## src/rtl/pwm_sync_pkg.sv

```systemverilog
`timescale 1ns/1ps
package pwm_sync_pkg;
  localparam int ADDR_GROUP = 0;
  localparam int ADDR_ENABLE = 1;
  localparam int ADDR_ARM = 2;
  localparam int CH_BASE = 4;
  localparam int CH_STRIDE = 4;

  typedef enum int {FLD_PER = 0, FLD_DUTY = 1, FLD_DEAD = 2} fld_e;

  function automatic int chan_addr(input int c, input fld_e f);
    return CH_BASE + CH_STRIDE * c + int'(f);
  endfunction

  // last count of a period; periods of 0 or 1 restart every cycle
  function automatic logic period_end(input logic [31:0] cnt, input logic [31:0] per);
    return (per <= 32'd1) || (cnt >= per - 32'd1);
  endfunction

  function automatic logic duty_level(input logic [31:0] cnt, input logic [31:0] duty);
    return cnt < duty;
  endfunction
endpackage

```

## src/rtl/pwm_chan.sv

```systemverilog
`timescale 1ns/1ps
module pwm_chan
  import pwm_sync_pkg::*;
#(
  parameter int CW  = 16,
  parameter int DTW = 8
) (
  input  logic           clk,
  input  logic           rst_n,
  input  logic           en,
  input  logic           use_ext,
  input  logic [CW-1:0]  ext_cnt,
  input  logic [CW-1:0]  per,
  input  logic [CW-1:0]  duty,
  input  logic [DTW-1:0] dead,
  output logic [CW-1:0]  cnt,
  output logic           wrap,
  output logic           raw,
  output logic           hi,
  output logic           lo
);
  localparam logic [DTW-1:0] RUN_MAX = '1;

  logic [CW-1:0]  cnt_q;
  logic [CW-1:0]  cmp_cnt;
  logic [DTW-1:0] hrun_q, lrun_q;

  assign cnt     = cnt_q;
  assign wrap    = en && period_end(32'(cnt_q), 32'(per));
  assign cmp_cnt = use_ext ? ext_cnt : cnt_q;
  assign raw     = en && duty_level(32'(cmp_cnt), 32'(duty));
  assign hi      = raw && (hrun_q >= dead);
  assign lo      = en && !raw && (lrun_q >= dead);

  always_ff @(posedge clk) begin
    if (!rst_n || !en)  cnt_q <= '0;
    else if (wrap)      cnt_q <= '0;
    else                cnt_q <= cnt_q + 1'b1;
  end

  // cycles the raw level has held, saturating
  always_ff @(posedge clk) begin
    if (!rst_n) begin
      hrun_q <= '0;
      lrun_q <= '0;
    end else begin
      hrun_q <= raw ? ((hrun_q == RUN_MAX) ? hrun_q : hrun_q + 1'b1) : '0;
      lrun_q <= (en && !raw) ? ((lrun_q == RUN_MAX) ? lrun_q : lrun_q + 1'b1) : '0;
    end
  end

  AST_WRAP_RESTART: assert property (@(posedge clk) disable iff (!rst_n)
    wrap |=> (cnt_q == '0));
  AST_HI_DELAYED: assert property (@(posedge clk) disable iff (!rst_n)
    ($rose(hi) && dead != '0) |-> $past(raw));
  AST_OFF_QUIET: assert property (@(posedge clk) disable iff (!rst_n)
    !en |-> (!hi && !lo));
  AST_PAIR_EXCL: assert property (@(posedge clk) disable iff (!rst_n)
    !(hi && lo));
endmodule

```

## src/rtl/pwm_regs.sv

```systemverilog
`timescale 1ns/1ps
module pwm_regs
  import pwm_sync_pkg::*;
#(
  parameter int NCH = 4,
  parameter int AW  = 5,
  parameter int DW  = 16,
  parameter int CW  = 16,
  parameter int DTW = 8
) (
  input  logic           clk,
  input  logic           rst_n,
  input  logic           wr_en,
  input  logic [AW-1:0]  wr_addr,
  input  logic [DW-1:0]  wr_data,
  input  logic [AW-1:0]  rd_addr,
  input  logic [NCH-1:0] wrap,
  output logic [DW-1:0]  rd_data,
  output logic [NCH-1:0] grp_q,
  output logic [NCH-1:0] en_q,
  output logic           armed,
  output logic           commit,
  output logic [CW-1:0]  act_per  [NCH],
  output logic [CW-1:0]  act_duty [NCH],
  output logic [DTW-1:0] act_dead [NCH]
);
  logic arm_wr;
  logic [NCH-1:0] load;

  assign arm_wr = wr_en && (wr_addr == AW'(ADDR_ARM)) && wr_data[0];
  assign commit = armed && wrap[0];

  always_ff @(posedge clk) begin
    if (!rst_n) begin
      grp_q <= '0;
      en_q  <= '0;
      armed <= 1'b0;
    end else begin
      if (wr_en && wr_addr == AW'(ADDR_GROUP))  grp_q <= wr_data[NCH-1:0];
      if (wr_en && wr_addr == AW'(ADDR_ENABLE)) en_q  <= wr_data[NCH-1:0];
      if (arm_wr)      armed <= 1'b1;
      else if (commit) armed <= 1'b0;
    end
  end

  for (genvar c = 0; c < NCH; c++) begin : g_ch
    logic [CW-1:0]  upd_per, upd_duty;
    logic [DTW-1:0] upd_dead;

    assign load[c] = grp_q[c] ? commit : wrap[c];

    always_ff @(posedge clk) begin
      if (!rst_n) begin
        upd_per  <= '0;
        upd_duty <= '0;
        upd_dead <= '0;
        act_per[c]  <= '0;
        act_duty[c] <= '0;
        act_dead[c] <= '0;
      end else begin
        if (wr_en && wr_addr == AW'(chan_addr(c, FLD_PER)))  upd_per  <= wr_data[CW-1:0];
        if (wr_en && wr_addr == AW'(chan_addr(c, FLD_DUTY))) upd_duty <= wr_data[CW-1:0];
        if (wr_en && wr_addr == AW'(chan_addr(c, FLD_DEAD))) upd_dead <= wr_data[DTW-1:0];
        if (load[c]) begin
          act_per[c]  <= upd_per;
          act_duty[c] <= upd_duty;
          act_dead[c] <= upd_dead;
        end
      end
    end

    AST_GROUP_LOCKED: assert property (@(posedge clk) disable iff (!rst_n)
      (grp_q[c] && !armed) |=> ($stable(act_duty[c]) && $stable(act_per[c])));
  end

  always_comb begin
    rd_data = '0;
    if (rd_addr == AW'(ADDR_GROUP))  rd_data = DW'(grp_q);
    if (rd_addr == AW'(ADDR_ENABLE)) rd_data = DW'(en_q);
    if (rd_addr == AW'(ADDR_ARM))    rd_data = DW'(armed);
    for (int c = 0; c < NCH; c++) begin
      if (rd_addr == AW'(chan_addr(c, FLD_PER)))  rd_data = DW'(act_per[c]);
      if (rd_addr == AW'(chan_addr(c, FLD_DUTY))) rd_data = DW'(act_duty[c]);
      if (rd_addr == AW'(chan_addr(c, FLD_DEAD))) rd_data = DW'(act_dead[c]);
    end
  end

  AST_ARM_HOLD: assert property (@(posedge clk) disable iff (!rst_n)
    (armed && !wrap[0]) |=> armed);
  AST_ARM_CLEAR: assert property (@(posedge clk) disable iff (!rst_n)
    (commit && !arm_wr) |=> !armed);
endmodule

```

## src/rtl/pwm_sync_group.sv

```systemverilog
`timescale 1ns/1ps
module pwm_sync_group
  import pwm_sync_pkg::*;
#(
  parameter int NCH = 4,
  parameter int DW  = 16,
  parameter int CW  = 16,
  parameter int DTW = 8,
  parameter int AW  = $clog2(CH_BASE + CH_STRIDE * NCH)
) (
  input  logic           clk,
  input  logic           rst_n,
  input  logic           wr_en,
  input  logic [AW-1:0]  wr_addr,
  input  logic [DW-1:0]  wr_data,
  input  logic [AW-1:0]  rd_addr,
  output logic [DW-1:0]  rd_data,
  output logic [NCH-1:0] pwm_hi,
  output logic [NCH-1:0] pwm_lo
);
  logic [NCH-1:0] grp_q, en_q, eff_en, wrap, raw;
  logic           armed, commit;
  logic [CW-1:0]  act_per  [NCH];
  logic [CW-1:0]  act_duty [NCH];
  logic [DTW-1:0] act_dead [NCH];
  logic [CW-1:0]  cnt      [NCH];

  pwm_regs #(.NCH(NCH), .AW(AW), .DW(DW), .CW(CW), .DTW(DTW)) u_regs (
    .clk(clk), .rst_n(rst_n), .wr_en(wr_en), .wr_addr(wr_addr), .wr_data(wr_data),
    .rd_addr(rd_addr), .wrap(wrap), .rd_data(rd_data), .grp_q(grp_q), .en_q(en_q),
    .armed(armed), .commit(commit), .act_per(act_per), .act_duty(act_duty),
    .act_dead(act_dead)
  );

  for (genvar c = 0; c < NCH; c++) begin : g_ch
    assign eff_en[c] = grp_q[c] ? en_q[0] : en_q[c];

    pwm_chan #(.CW(CW), .DTW(DTW)) u_chan (
      .clk(clk), .rst_n(rst_n), .en(eff_en[c]), .use_ext(grp_q[c]), .ext_cnt(cnt[0]),
      .per(act_per[c]), .duty(act_duty[c]), .dead(act_dead[c]), .cnt(cnt[c]),
      .wrap(wrap[c]), .raw(raw[c]), .hi(pwm_hi[c]), .lo(pwm_lo[c])
    );

    AST_MEMBER_FOLLOWS: assert property (@(posedge clk) disable iff (!rst_n)
      (grp_q[c] && grp_q[0] && act_duty[c] == act_duty[0]) |-> (raw[c] == raw[0]));
  end

  AST_COMMIT_CLEARS: assert property (@(posedge clk) disable iff (!rst_n)
    commit |-> armed);
endmodule

```

## config.mk

```make
export PLATFORM = sky130hd
export DESIGN_NAME = pwm_sync_group
export DESIGN_NICKNAME = d
export VERILOG_FILES = /design/src/rtl/pwm_sync_pkg.sv /design/src/rtl/pwm_chan.sv /design/src/rtl/pwm_regs.sv /design/src/rtl/pwm_sync_group.sv
export SDC_FILE = /design/constraint.sdc
export NUM_CORES = 1
export LEC_CHECK = 0
export BUFFER_PORTS_ARGS = -buffer_cell sky130_fd_sc_hd__buf_4
export CORE_ASPECT_RATIO = 0.6
export CORE_UTILIZATION = 45
export CTS_CLUSTER_SIZE = 25
export DETAILED_ROUTE_END_ITERATION = 6
export GPL_TIMING_DRIVEN = 0
export SYNTH_ARGS = -nofsm -noshare
export SYNTH_HDL_FRONTEND = slang
export SYNTH_SLANG_ARGS = --single-unit
```

## constraint.sdc

```tcl
create_clock -name clk -period 4.1 [get_ports clk]
set_input_delay 0.205 -clock clk [delete_from_list [all_inputs] [get_ports clk]]
set_output_delay 0.205 -clock clk [all_outputs]
set_load 0.005 [all_outputs]
```

# Yosys cells after proc, flatten, opt, wreduce, memory -nomap -nowiden
# Index checks and enable logic that the tools add are counted.
# totals
in_bits	29
memories	0
output_inout_bits	24
elab_cells	207
register_bits	457
latch_bits	0
mem_bits_ro	0
ramBits	0
# op_classes
bitwise	0
div	0
shifts	0
n_mul	0
addsub	16
magnitude_cmp	20
n_reduce_logical	69
n_eq_ne	36
mux	27
# ops
operator	count
2-to-1 mux 16 bit	15
greater-or-equal comparator 16 x 32 -> 1 bit	4
subtractor 16 x 1 -> 17 bit (second input constant)	4
adder 16 x 1 -> 16 bit (second input constant)	4
adder 8 x 1 -> 8 bit (second input constant)	8
== test 8 bit (second input constant)	8
greater-or-equal comparator 8 bit	8
<= comparator 16 x 1 -> 1 bit (second input constant)	4
< comparator 16 bit	4
== test 5 x 4 -> 1 bit (second input constant)	12
logical AND 1 bit	37
== test 5 x 3 -> 1 bit (second input constant)	6
== test 5 bit (second input constant)	6
AND reduction 2 bit	8
2-to-1 mux 4 bit	3
== test 5 x 1 -> 1 bit (second input constant)	2
== test 5 x 2 -> 1 bit (second input constant)	2
zero test 5 bit	2
zero test 1 bit	9
2-to-1 mux 1 bit	9
logical OR 1 bit	8
OR reduction 2 bit	4
nonzero test 2 bit	1

# Logic depth before layout (Yosys ltp)
# logic_depth
depth_word	16
ltp_mapped	17
depth_no_buf	15

# Cells and area by module
# Synthesis repeated with hierarchy kept, for this count alone.
# hier_totals
hier_cells	3195
area_unflattened_um2	26814.5
# modules_own_cells
module	cells_each	area_each_um2	seq_area_each_um2	instances
pwm_regs	1748	14281.2	6586.3	1
pwm_chan (g_ch[1].u_chan ...)	368	3135.5	640.6	2
pwm_chan (g_ch[2].u_chan)	346	3124.2	640.6	1
pwm_chan (g_ch[0].u_chan)	362	3100.5	640.6	1
pwm_sync_group	3	37.5	0.0	1

# Worst setup path before layout
# Ideal clock, no wire load.
# synth_timing
path_type	reg-to-output
from	register u_regs.grp_q[2]
to	output pwm_lo[2]
stages_incl_launch_ff	10
n_path_buf	3
required_ns	3.895
t_arrival_ns	3.143
setup_slack_ns	0.752
path_cell_list	dfxtp_1 buf_1 buf_1 mux2_2 ha_1 a2111oi_0 a21oi_1 a221oi_1 nor4_1 buf_4
# synth_between
elab_chain_len	6
word_cells_on_any_way	7
classes_between	order compare (1); mux (2); reduce/logical (4)
# synth_lines
item	line_no	rtl
start: declaration	pwm_regs.sv:19	output logic [NCH-1:0] grp_q,
start signal: assignment	pwm_regs.sv:39	if (wr_en && wr_addr == AW'(ADDR_GROUP)) grp_q <= wr_data[NCH-1:0];
2-to-1 mux 16 bit	pwm_chan.sv:30	assign cmp_cnt = use_ext ? ext_cnt : cnt_q;
< comparator 16 bit	pwm_sync_pkg.sv:21	return cnt < duty;
logical AND 1 bit	pwm_chan.sv:31	assign raw = en && duty_level(32'(cmp_cnt), 32'(duty));
zero test 1 bit	pwm_chan.sv:33	assign lo = en && !raw && (lrun_q >= dead);
logical AND 1 bit * (2 in series)	pwm_chan.sv:33	
end: declaration	pwm_sync_group.sv:19	output logic [NCH-1:0] pwm_lo
# Mark *: on every way between the ends. The rest lies on a longest branch, timed or not.

# Worst setup path in the final report
# layout_timing
from	register u_regs.act_per[57] in the netlist's numbering
to	register u_regs.act_per[5] in the netlist's numbering
# layout_between
elab_chain_len	6
word_cells_on_any_way	7
classes_between	add/sub (1); order compare (2); mux (1); reduce/logical (3)
# layout_lines
item	line_no	rtl
start: declaration	pwm_regs.sv:23	output logic [CW-1:0] act_per [NCH],
start signal: indexed assignment	pwm_regs.sv:65	act_per[c] <= upd_per;
subtractor 16 x 1 -> 17 bit	pwm_sync_pkg.sv:17	return (per <= 32'd1) || (cnt >= per - 32'd1);
greater-or-equal comparator 16 x 32 -> 1 bit	pwm_sync_pkg.sv:17	
logical OR 1 bit *	pwm_sync_pkg.sv:17	
logical AND 1 bit *	pwm_chan.sv:29	assign wrap = en && period_end(32'(cnt_q), 32'(per));
logical AND 1 bit *	pwm_regs.sv:31	assign commit = armed && wrap[0];
2-to-1 mux 1 bit *	pwm_regs.sv:50	assign load[c] = grp_q[c] ? commit : wrap[c];
# Marks and branches as above.
# A chain may end at the register's enable or synchronous reset.

==> metrics.md <==
| Metric | Value |
|---|---|
| Clock Skews | `0.01538 ns` |
| Hpwl dp | `76850 um` |
| Syn nets | `3292` |
| First-pass GRT wire length | `140700 um` |
| Initial antenna violation count | `4` |
| Pwr dens | `324.2 nW/um^2` |
| Overflow after GRT | `0` |
| R2r worst-path depth | `13` |
| CTS tree | `done` |
| CP startpoint | `u_regs.act_per[57]$_SDFFE_PN0P_` |
| Final setup TNS | `-0.5456 ns` |
| WL per Instance | `24.79 um` |
| Cell Area, Placed | `26780 um^2` |
| Dpl ws | `-0.6291 ns` |
| Clock tree buffer depth | `3` |
| Sequential fraction of the synthesis area | `35.85%` |
| Slew margin rel. | `18.01%` |
| First-pass DRT Iterations | `6` |
| Final Power | `9.289 mW` |
| Total track usage | `33.30%` |
| Fillers | `5332` |
| Post-Synthesis Cells | `3055` |
| HP Class | `input pin to register` |
| Post-route setup slack | `-0.04007 ns` |
| Crit Reg-Reg Startpoint | `u_regs.act_per[57]$_SDFFE_PN0P_` |
| Synth Cell Area | `25520 um^2` |
| Crit path arrival time | `4.68 ns` |
| Dpl cells | `3856` |
| PortBufs | `41` |
| Buf/Inv on CP | `1` |
| Die height | `186.5 um` |
| CP cell instances | `or4_1, nor3_2, nor3b_1, xnor2_1, ha_1, nand4_1, a31oi_1, nand3_1, a21oi_4, nor2_4, o22ai_4, buf_6, mux2i_1` |
| CP top delay family | `simple AND/OR/NAND/NOR gates` |
| Later-pin clock latency in the skew report | `0.62 ns` |
| Max Fclk | `0.2415 GHz` |
| Register clock-pin slew on the reported worst setup and hold paths | `0.06 ns` |
| Largest net degree at the start of global routing | `15` |
| Crit start category | `register` |
| Number of vias per cell | `5.867` |
| Yosys cell types | `68` |
| Required @ worst endpoint | `4.64 ns` |
| Vias in the first global route | `20940` |
| Inserted Clock Buffers | `46` |
| Antenna-violating nets left | `0` |
| DRC | `0` |
| # clock sinks | `457` |
| Die Wd | `309.4 um` |
| Setup violators final | `46` |
| Worst path slowest cell | `or4_1` |
| Outcome | `complete, but fails checks` |
| Util after Layout | `51.24%` |
| H-Tree Depth | `2` |
| NumNets Final | `3394` |
| Iter 0 DRT Violations | `2866` |
| VDD IR max | `0.2995 mV` |
| Area Growth Syn to Fin | `12.28%` |
| Multi-input combinational cell area | `15310 um^2` |
| Routed WL | `98000 um` |
| Fin area | `28650 um^2` |
| Number of flops mapped to enable cells by yosys | `0` |
| Min Hold Slack | `0.1018 ns` |
| Clock Tree Root | `clkbuf_16` |
| Ys Warns | `0` |
| Initial Utilization | `45.64%` |
| Slew at the pin with the worst max-slew slack | `1.230 ns` |
| # rows | `67` |
| Most frequent cells in the layout | `nand2_1 (637), dfxtp_1 (455), ha_1 (208), mux2i_1 (207), nor2_1 (200)` |
| Final period utilization | `101.0%` |
| Top_reg_cell synth | `dfxtp_1` |
| Reg-to-reg endpoint | `u_regs.act_per[5]$_SDFFE_PN0P_` |
| Non-Filler Instances | `3953` |
| Crit-path max cell delay | `0.65 ns` |
| Max FO, Critical Path | `10` |
| Crit path kind | `register to register` |
| #FFs+latches synth | `457` |
| Setup crit end | `u_regs.act_per[5]$_SDFFE_PN0P_` |
| Core area | `55910 um^2` |
| Die area | `57690 um^2` |
| CP Capture Type | `register` |
| Ys async rst share | `0%` |
| Final-report hold violation count | `0` |
| MaxCap Viol Count | `0` |
| Mean Syn Cell Area | `8.353 um^2` |
| Pleak | `10.79 nW` |
| CP Depth | `13` |
| Layout cells sized above 1 | `7.331%` |
| Failing checks | `setup timing` |
| Reg2reg setup slack | `-0.04 ns` |
| Max Slew Vio Count | `0` |
| IO Pins | `53` |
| Seq. cell area | `9151 um^2` |
| Commonest non-fill, non-tap cell in the layout | `nand2_1` |
| Number of vias in the routed layout | `23190` |
| RePlAce Congestion | `1.035` |
| Final min period | `4.140 ns` |
-- synthesized netlist by cell type, types with 18 or more instances --
library cell / count / area (um^2)
nand2_1: 638 / 2395
dfxtp_1: 457 / 9149
ha_1: 208 / 2603
mux2i_1: 207 / 2072
nor2_1: 200 / 750.7
a21boi_0: 140 / 1051
clkbuf_1: 127 / 476.7
inv_1: 125 / 469.2
nand3_1: 100 / 500.5
nor2b_1: 98 / 613.1
a21oi_1: 78 / 390.4
o21ai_0: 78 / 390.4
xor2_1: 71 / 621.9
nor3_1: 65 / 325.3
xnor2_1: 65 / 569.3
mux2_2: 45 / 506.7
and3_1: 43 / 269.0
nand4_1: 29 / 181.4
a21o_1: 24 / 180.2
nor4_1: 23 / 143.9
a211oi_1: 21 / 157.7
nand2b_1: 20 / 125.1
a221oi_1: 18 / 157.7
-- worst register-to-register path, delay by kind of cell (launching register included) --
kind,cells,cell delay (ns)
adders and majority gates,1,0.36
DFF,1,0.51
xor gates and xnor gates,1,0.13
and+or+nand+nor,6,1.81
AOI/OAI and AO/OA,3,0.81
muxes,1,0.22
buffers and inverters,1,0.24
-- sequential cells by signal, indices dropped and copies added (netlist names) --
name	cells
g_ch.u_chan.lrun_q	32
u_regs.armed	1
g_ch.u_chan.hrun_q	32
u_regs.act_dead	32
u_regs.g_ch.upd_duty	64
g_ch.u_chan.cnt	64
u_regs.en_q	4
u_regs.g_ch.upd_dead	32
u_regs.g_ch.upd_per	64
u_regs.grp_q	4
u_regs.act_duty	64
u_regs.act_per	64
-- worst min path at each step --
| stage | start | to | depth (start not counted) |
|---|---|---|---|
| finish | wr_addr[0] | u_regs.g_ch[3].upd_dead[4]$_SDFFE_PN0P_ | 4 |
| global route | wr_addr[0] | u_regs.g_ch[3].upd_dead[0]$_SDFFE_PN0P_ | 4 |
| floorplan | wr_data[0] | u_regs.g_ch[1].upd_dead[0]$_SDFFE_PN0P_ | 2 |
| detailed placement | u_regs.g_ch[1].upd_dead[2]$_SDFFE_PN0P_ | u_regs.act_dead[18]$_SDFFE_PN0P_ | 2 |
| CTS | wr_addr[0] | u_regs.g_ch[3].upd_dead[5]$_SDFFE_PN0P_ | 4 |
| global placement | u_regs.act_duty[22]$_SDFFE_PN0P_ | u_regs.act_duty[22]$_SDFFE_PN0P_ | 2 |
-- report_power, final --
group	switching (mW)	leakage (nW)	internal (mW)
registers	0.00941	3.68	4.45
logic	0.269	6.36	0.104
clock network	1.97	0.756	2.49
-- area by class of cell --
type,instances,share of cell area (%)
diodes,2,0.01747
plain buffers,159,2.651
clock buffers,62,4.511
clock inverters,21,0.9389
inverters,125,1.638
multi-input cells,2311,53.43
flip-flops and latches,457,31.94
well taps,759,3.315
repair buffers,57,1.563
-- layer usage --
layer  track usage (%)  wire, um  up-vias
li1                  -         -    10710
met1             53.33     47090    11140
met2             42.48     36310     1175
met3             7.995     11820      172
met4             9.520      2784        0
met5                 0         0        -
-- logic make-up after synthesis --
family	after synthesis	synth area share, %
and+or+nand+nor	1258	22.12
buffers and inverters	287	4.727
xor gates and xnor gates	136	4.668
AOI/OAI and AO/OA	457	12.33
adders and majority gates	208	10.20
DFF	457	35.85
muxes	252	10.11
-- timing repair --
action / 4_1_cts / 5_1_grt
gates resized for setup: 23 / 25
pin swaps: 2 / 2
setup buffers: 1 / 6
endpoints found under the setup margin: 146 / 211
hold endpoints to repair: 25 / 0
hold buffers: 8 / 0
Note: power is estimated with default switching activity, not from simulation.
